--- src/rtl/bcd_pkg.sv ---
package bcd_pkg;
    typedef enum logic [0:0] {ST_IDLE, ST_OUT} bcd_state_t;

    localparam logic [3:0] SGN_POS_STD = 4'hC;
    localparam logic [3:0] SGN_POS_ALT = 4'hF;
    localparam logic [3:0] SGN_NEG     = 4'hD;
    localparam logic [3:0] COND_INVAL  = 4'b0001;

    function automatic logic sign_is_neg(input logic [3:0] code);
        return (code == 4'hB) || (code == 4'hD);
    endfunction
endpackage

--- src/rtl/bcd_digit_chain.sv ---
module bcd_digit_chain #(
    parameter int NDIG = 31,
    parameter bit SUB  = 1'b0,
    localparam int MW  = 4 * NDIG
) (
    input  logic [MW-1:0] x,
    input  logic [MW-1:0] y,
    output logic [MW-1:0] z,
    output logic          cout
);
    logic [NDIG:0] c;
    assign c[0] = 1'b0;
    assign cout = c[NDIG];

    for (genvar i = 0; i < NDIG; i++) begin : g_dig
        logic [4:0] t;
        if (SUB) begin : g_sub
            always_comb begin
                t = {1'b0, x[4*i +: 4]} - {1'b0, y[4*i +: 4]} - {4'd0, c[i]};
                if (t[4]) begin
                    z[4*i +: 4] = 4'(t + 5'd10);
                    c[i+1]      = 1'b1;
                end else begin
                    z[4*i +: 4] = t[3:0];
                    c[i+1]      = 1'b0;
                end
            end
        end else begin : g_add
            always_comb begin
                t = {1'b0, x[4*i +: 4]} + {1'b0, y[4*i +: 4]} + {4'd0, c[i]};
                if (t > 5'd9) begin
                    z[4*i +: 4] = 4'(t - 5'd10);
                    c[i+1]      = 1'b1;
                end else begin
                    z[4*i +: 4] = t[3:0];
                    c[i+1]      = 1'b0;
                end
            end
        end
    end
endmodule

--- src/rtl/bcd_digit_check.sv ---
module bcd_digit_check #(
    parameter int NDIG = 31,
    localparam int MW  = 4 * NDIG
) (
    input  logic [MW-1:0] digits,
    output logic          bad
);
    logic [NDIG-1:0] over;
    for (genvar i = 0; i < NDIG; i++) begin : g_chk
        assign over[i] = digits[4*i +: 4] > 4'd9;
    end
    assign bad = |over;
endmodule

--- src/rtl/bcd_addsub_unit.sv ---
module bcd_addsub_unit
    import bcd_pkg::*;
#(
    parameter int NDIG = 31,
    localparam int MW  = 4 * NDIG,
    localparam int W   = MW + 4
) (
    input  logic         clk,
    input  logic         rst_n,
    input  logic         in_valid,
    input  logic [W-1:0] op_a,
    input  logic [W-1:0] op_b,
    input  logic         sub,
    input  logic         pref_sign,
    output logic         out_valid,
    output logic [W-1:0] result,
    output logic [3:0]   cond,
    output logic         invalid
);
    bcd_state_t state, state_nx;

    logic [MW-1:0] a_mag, b_mag;
    logic          a_neg, b_neg;
    logic [MW-1:0] sum_d, dab_d, dba_d;
    logic          sum_c, dab_b, dba_b;
    logic          a_bad, b_bad;

    assign a_mag = op_a[W-1:4];
    assign b_mag = op_b[W-1:4];
    assign a_neg = sign_is_neg(op_a[3:0]);
    assign b_neg = sign_is_neg(op_b[3:0]) ^ sub;

    bcd_digit_chain #(.NDIG(NDIG), .SUB(1'b0)) u_add (.x(a_mag), .y(b_mag), .z(sum_d), .cout(sum_c));
    bcd_digit_chain #(.NDIG(NDIG), .SUB(1'b1)) u_dab (.x(a_mag), .y(b_mag), .z(dab_d), .cout(dab_b));
    bcd_digit_chain #(.NDIG(NDIG), .SUB(1'b1)) u_dba (.x(b_mag), .y(a_mag), .z(dba_d), .cout(dba_b));
    bcd_digit_check #(.NDIG(NDIG)) u_cka (.digits(a_mag), .bad(a_bad));
    bcd_digit_check #(.NDIG(NDIG)) u_ckb (.digits(b_mag), .bad(b_bad));

    logic [MW-1:0] mag;
    logic          neg, nonzero, ovf, bad;
    logic [3:0]    sgn_code, cond_nx;

    always_comb begin
        if (a_neg == b_neg) begin
            mag     = sum_d;
            ovf     = sum_c;
            neg     = a_neg;
            nonzero = (sum_d != '0) || sum_c;
        end else if (!dab_b) begin
            mag     = dab_d;
            ovf     = 1'b0;
            neg     = a_neg;
            nonzero = (dab_d != '0);
        end else begin
            mag     = dba_d;
            ovf     = 1'b0;
            neg     = b_neg;
            nonzero = 1'b1;
        end
        if (!nonzero) neg = 1'b0;
        bad      = a_bad || b_bad;
        sgn_code = neg ? SGN_NEG : (pref_sign ? SGN_POS_ALT : SGN_POS_STD);
        cond_nx  = bad ? COND_INVAL : {neg, !neg && nonzero, !nonzero, ovf};
    end

    always_ff @(posedge clk) begin
        if (!rst_n) state <= ST_IDLE;
        else        state <= state_nx;
    end

    always_comb begin
        state_nx = state;
        unique case (state)
            ST_IDLE: if (in_valid)  state_nx = ST_OUT;
            ST_OUT:  if (!in_valid) state_nx = ST_IDLE;
            default: state_nx = ST_IDLE;
        endcase
    end

    always_ff @(posedge clk) begin
        if (!rst_n) begin
            result  <= '0;
            cond    <= '0;
            invalid <= 1'b0;
        end else if (in_valid) begin
            result  <= {mag, sgn_code};
            cond    <= cond_nx;
            invalid <= bad;
        end
    end

    assign out_valid = (state == ST_OUT);
endmodule

--- config.mk ---
export PLATFORM = sky130hd
export DESIGN_NAME = bcd_addsub_unit
export DESIGN_NICKNAME = d
export VERILOG_FILES = /design/src/rtl/bcd_pkg.sv /design/src/rtl/bcd_digit_chain.sv /design/src/rtl/bcd_digit_check.sv /design/src/rtl/bcd_addsub_unit.sv
export SDC_FILE = /design/constraint.sdc
export NUM_CORES = 1
export LEC_CHECK = 0
export BUFFER_PORTS_ARGS = -buffer_cell sky130_fd_sc_hd__buf_2
export CAP_MARGIN = 20
export CORE_ASPECT_RATIO = 0.6
export CORE_MARGIN = 2
export CORE_UTILIZATION = 50
export DETAILED_ROUTE_END_ITERATION = 12
export GPL_TIMING_DRIVEN = 0
export MAX_ROUTING_LAYER = met4
export PLACE_DENSITY = 0.7
export SLEW_MARGIN = 0
export SYNTH_ARGS = -nofsm -noshare
export SYNTH_HDL_FRONTEND = slang
export SYNTH_HIERARCHICAL = 1
export SYNTH_SLANG_ARGS = --single-unit
export TNS_END_PERCENT = 100
--- constraint.sdc ---
create_clock -name clk -period 126.8 [get_ports clk]
set_clock_uncertainty 0.05 [all_clocks]
set_input_delay 38.04 -clock clk [delete_from_list [all_inputs] [get_ports clk]]
set_output_delay 38.04 -clock clk [all_outputs]
set_load 0.02 [all_outputs]
**Word level (Yosys, flattened, before mapping)**

Cells that the tools add are included.

- Bits in registers: 134
- Output and inout bits: 134

- $lt $le $gt $ge: 93
- Equality and inequality tests: 5
- Add/sub/neg operators: 276
- Bitwise gates (word level): 1
- Multiplexer cells: 197
- Reduce and logical (&&, ||, !) cells: 11

Operator list:

| operator | number |
|---|---|
| 2-to-1 mux 4 bit | 94 |
| subtractor 4 x 4 -> 5 bit | 62 |
| subtractor 5 x 1 -> 5 bit | 60 |
| adder 4 bit, second input constant | 62 |
| greater-than comparator 4 bit, second input constant | 62 |
| 2-to-1 mux 124 bit | 2 |
| nonzero test 124 bit | 2 |
| adder 4 x 4 -> 5 bit | 31 |
| greater-than comparator 5 x 4 -> 1 bit, second input constant | 31 |
| adder 5 x 1 -> 5 bit | 30 |
| subtractor 4 bit, second input constant | 31 |
| 2-to-1 mux 1 bit | 99 |
| OR reduction 31 bit | 2 |
| == test 4 bit, second input constant | 4 |
| logical OR 1 bit | 4 |
| 2-to-1 mux 2 bit | 2 |
| zero test 1 bit | 2 |
| == test 1 bit | 1 |
| logical AND 1 bit | 1 |
| bitwise XOR 1 bit | 1 |

**Logic depth before layout (Yosys ltp)**

- Word-level depth: 100
- Gate-level depth with buffers: 255

**Cells and area by module**

The synthesis kept the hierarchy.

By module, submodules not included:

| module | area an instance (um2) | sequential area each (um2) | times used | cells each |
|---|---|---|---|---|
| bcd_digit_chain at u_dab ... | 8,415.6 | 0.0 | 2 | 984 |
| bcd_addsub_unit | 8,164.1 | 2,662.6 | 1 | 965 |
| bcd_digit_chain at u_add | 7,472.2 | 0.0 | 1 | 895 |
| bcd_digit_check | 224.0 | 0.0 | 2 | 42 |

**Least setup slack after synthesis**

OpenSTA, ideal clock, no wires.

- Kind: input port to flip-flop
- Start: in op_b[4]
- End: reg result[1]
- Slack: 37.225 ns
- Required time: 126.690 ns
- Data arrival time: 89.465 ns
- Setup time: 0.060 ns
- Stages: 255
- Buffers on the path: 0
- Cells stage by stage: ha_1 inv_1 fa_1 xor2_1 ha_1 nand2_1 a32o_1 o311ai_2 inv_1 fa_1 inv_1 fa_1 inv_1 ha_1 nand2b_1 a22o_1 o31a_1 fa_1 (+219 left out) ha_1 nand2b_1 a22o_1 o31a_1 fa_1 inv_1 fa_1 xnor2_1 ha_1 a31o_1 a2111oi_0 a21oi_1 nor4_1 nand4_1 nor4_1 nand2_1 o21ai_0 a41o_1

- Longest elaborated chain between the ends: 98
- Elaborated cells between the ends (all ways): 288
- Those cells by class: add/sub (124); order compare (31); mux (130); reduce/logical (3)

Ends and longest elaborated chain:

| item | line | text |
|---|---|---|
| start, declared | bcd_addsub_unit.sv:12 | `input logic [W-1:0] op_b,` |
| adder 4 x 4 -> 5 bit * | bcd_digit_chain.sv:30 | `t = {1'b0, x[4*i +: 4]} + {1'b0, y[4*i +: 4]} + {4'd0, c[i]};` |
| greater-than comparator 5 x 4 -> 1 bit * | bcd_digit_chain.sv:31 | `if (t > 5'd9) begin` |
| 2-to-1 mux 1 bit * | bcd_digit_chain.sv:31 |  |
| adder 5 x 1 -> 5 bit * | bcd_digit_chain.sv:30 |  |
| greater-than comparator 5 x 4 -> 1 bit * | bcd_digit_chain.sv:31 |  |
| 2-to-1 mux 1 bit * | bcd_digit_chain.sv:31 |  |
| adder 5 x 1 -> 5 bit * | bcd_digit_chain.sv:30 |  |
| greater-than comparator 5 x 4 -> 1 bit * | bcd_digit_chain.sv:31 |  |
| (+83 left out) | n/a |  |
| subtractor 4 bit / greater-than comparator 5 x 4 -> 1 bit (equally long branches) | bcd_digit_chain.sv:32, bcd_digit_chain.sv:31 |  |
| 2-to-1 mux 4 bit * | bcd_digit_chain.sv:31 |  |
| net sum_d[123] | bcd_addsub_unit.sv:24 | `logic [MW-1:0] sum_d, dab_d, dba_d;` |
| nonzero test 124 bit * | bcd_addsub_unit.sv:48 | `nonzero = (sum_d != '0) \|\| sum_c;` |
| logical OR 1 bit * | bcd_addsub_unit.sv:48 |  |
| 2-to-1 mux 1 bit * | bcd_addsub_unit.sv:44 | `if (a_neg == b_neg) begin` |
| 2-to-1 mux 1 bit * | bcd_addsub_unit.sv:60 | `if (!nonzero) neg = 1'b0;` |
| 2-to-1 mux 2 bit * | bcd_addsub_unit.sv:62 | `sgn_code = neg ? SGN_NEG : (pref_sign ? SGN_POS_ALT : SGN_POS_STD);` |
| end signal, assigned | bcd_addsub_unit.sv:86 | `result <= {mag, sgn_code};` |
| end, declared | bcd_addsub_unit.sv:16 | `output logic [W-1:0] result,` |

The timed path passes the listed nets; every way through them passes the cells marked *.
A chain may end at the register's enable or synchronous reset.

**Worst setup path in the final report**

Same ends and word-level chain as after synthesis.

==> impl_metrics.py <==
metrics = {
    "outcome": {
        "status": "finished, final reports clean",
    },
    "detailed_routing": {
        "drtIter0Drc": 2300,
        "wl_per_cell_um": 20.00,
        "final_antenna_net_count": 0,
        "vias": 29110,
        "routed_wl_um": 104400,
        "vias_per_cell": 5.577,
        "drc_errors": 0,
        "detail_route.first_pass.iterations": 7,
    },
    "clock_tree": {
        "cts_buffers": 17,
        "cts_setup_buffers": 0,
        "clk_pin_slew_ns": 0.06,
        "clock_latency_ns": 0.48,
        "clkSinkCount": 133,
        "htree_num_levels": 4,
        "cts_tree": "yes",
        "root_buffer": "clkbuf_16",
        "clockBufferDepth": 2,
        "hold_buffers": 0,
        "post_cts_resize_count": 0,
    },
    "timing": {
        "worst_pin_slew_ns": 0.9867,
        "slew_viol_final": 0,
        "period_minus_slack_ns": 95.86,
        "rsz0062_at_grt": "no",
        "max_slew_margin": 0.3361,
        "tns_ns": 0,
        "setup_violations": 0,
        "fmax_ghz": 0.01043,
        "layout_worst_path_cycle_share": 0.7560,
        "finalHoldViolations": 0,
    },
    "final_layout": {
        "fin_cells": 5220,
        "areaGrowthSynthToFinish_pct": 11.47,
        "fill_cells": 6064,
        "seqCellArea_um2": 2663,
        "fin_nets": 5359,
        "multi_input_area_um2": 27240,
        "drive_gt1_frac": 0.1375,
        "utilization": 0.5664,
    },
    "job": {
        "drv_cap": 0,
    },
    "place": {
        "gp_congestion": 0.9867,
        "dp_cells": 5161,
        "dpl.hpwl_um": 90190,
        "port_buffers": 393,
    },
    "floorplan": {
        "die_area_um2": 67960,
        "start_util": 0.5081,
        "die_h_um": 202.7,
        "die_w_um": 335.2,
        "rows": 72,
        "coreArea_um2": 64770,
        "boundaryPins": 395,
    },
    "logic_synthesis": {
        "syn_area_per_cell_um2": 8.415,
        "netlist_area_um2": 32910,
        "syn-num-nets": 4940,
        "synth_warnings": 6,
        "netlist_instances": 3911,
    },
    "critical_path": {
        "arrival_ns": 96.24,
        "r2r_setup_slack_ns": 125.93,
        "slowest_delay_ns": 0.79,
        "crit_top_cell": "fa_1",
        "end_kind": "flip-flop",
        "critPathKind": "input pin to flip-flop",
        "start_kind": "input pin",
        "r2r-end": "cond[1]$_SDFFE_PN0P_",
        "reg2reg_depth": 2,
        "cp.required_ns": 127.18,
        "critPathMaxFanout": 5,
        "slowest_stage": "nor4_1",
        "r2r_start": "cond[1]$_SDFFE_PN0P_",
    },
    "hold_path": {
        "hold_path.class": "flip-flop to flip-flop",
        "min_path_cells": 2,
        "worstHoldStart": "result[114]$_SDFFE_PN0P_",
        "min_to": "result[114]$_SDFFE_PN0P_",
    },
    "global_route": {
        "grt_max_degree": 17,
        "grt_pass1_wl_um": 158500,
        "overflow": 0,
        "grt_pass1_vias": 27540,
        "antenna_found_initial": 26,
        "grt.total_usage": 0.3110,
    },
    "pwr": {
        "irDropWorstVdd_v": 0.000006391,
        "power_density_nw_per_um2": 12.23,
        "p_leak_nw": 18.61,
    },
}
-- state kept, by name, summed over array words and instances, names as in the netlist --
signal     flops
cond           4
out_valid      1
invalid        1
result       127
-- metrics by stage --
stage	hold slack (ns)	power (W)	worst slack, ns	cell area [µm²]
after detailed placement	0.4073	0.0003841	31.54	35990
final	0.4169	0.0004487	30.94	36690
after global routing	0.4336	0.0004840	27.78	36680
after global placement	0.4052	0.0003777	31.99	35940
after CTS	0.4187	0.0004427	31.76	36610
after floorplan	0.4961	0.0002925	37.22	32910
-- worst max path at each step --
stage / start / to / depth (start not counted)
after floorplan: op_b[4] / result[1]$_SDFFE_PN0P_ / 255
after global placement: op_b[4] / result[1]$_SDFFE_PN0P_ / 252
after detailed placement: op_b[4] / cond[2]$_SDFFE_PN0P_ / 250
after CTS: op_b[4] / result[1]$_SDFFE_PN0P_ / 250
after global routing: op_b[4] / cond[3]$_SDFFE_PN0P_ / 234
final: op_b[4] / result[1]$_SDFFE_PN0P_ / 247
-- per-layer routing --
metal  wire length [µm]  share of wire  track usage  vias up
li1                   -              -            -    14260
met3               8915          0.085      0.06724       54
met4               1045          0.010      0.04949        0
met2              42990           0.41       0.4440      928
met1              51470           0.49       0.4521    13870
met5                  0              0            -        -
-- area by class of cell --
cell class	count	share of cell area
multi-input combinational	2986	0.7425
clock inverter	15	0.005252
sequential	133	0.07258
tap	851	0.02902
antenna	26	0.001774
buffer	86	0.009823
clock buffer	17	0.01160
timing repair buffer	400	0.05518
inverter	706	0.07224
-- cells in the final DEF (no fill, tap or decap), types with 7 or more instances in the layout --
master	instances
nand2_1	131
nand2b_1	208
o21ai_1	34
a211o_1	54
ha_1	585
xor2_1	120
a21o_1	37
diode_2	26
buf_2	420
a21boi_1	116
or2_2	9
o31a_1	33
and3b_1	37
mux2_4	54
nand4_1	30
mux2i_1	156
nand3b_1	94
inv_1	706
clkbuf_1	54
xnor2_1	253
clkbuf_16	17
o21ai_0	99
nor2b_1	7
a21boi_0	70
nor2_1	69
a31oi_1	84
nor4_1	68
mux2_2	8
dfxtp_1	133
and2_1	55
fa_1	183
nand3_1	8
o211ai_1	124
a21oi_1	118
o22ai_1	29
and2_4	54
a22o_1	29
-- power by group --
part,switching [W],internal [W]
logic,0.000194,0.000144
registers,0.00000530,0.0000492
clock network,0.0000248,0.0000314
total,0.000224,0.000224
-- critical path: cells and delay by family --
| kind | cells | cell delay (ns) |
|---|---|---|
| adder cells (fa/ha/maj) | 93 | 30.59 |
| AO/OA/AOI/OAI | 64 | 15.50 |
| buffers and inverters | 53 | 4.86 |
| XOR/XNOR | 12 | 4.30 |
| AND/OR/NAND/NOR | 25 | 2.91 |
No activity file was read; power rests on OpenSTA's default activity.
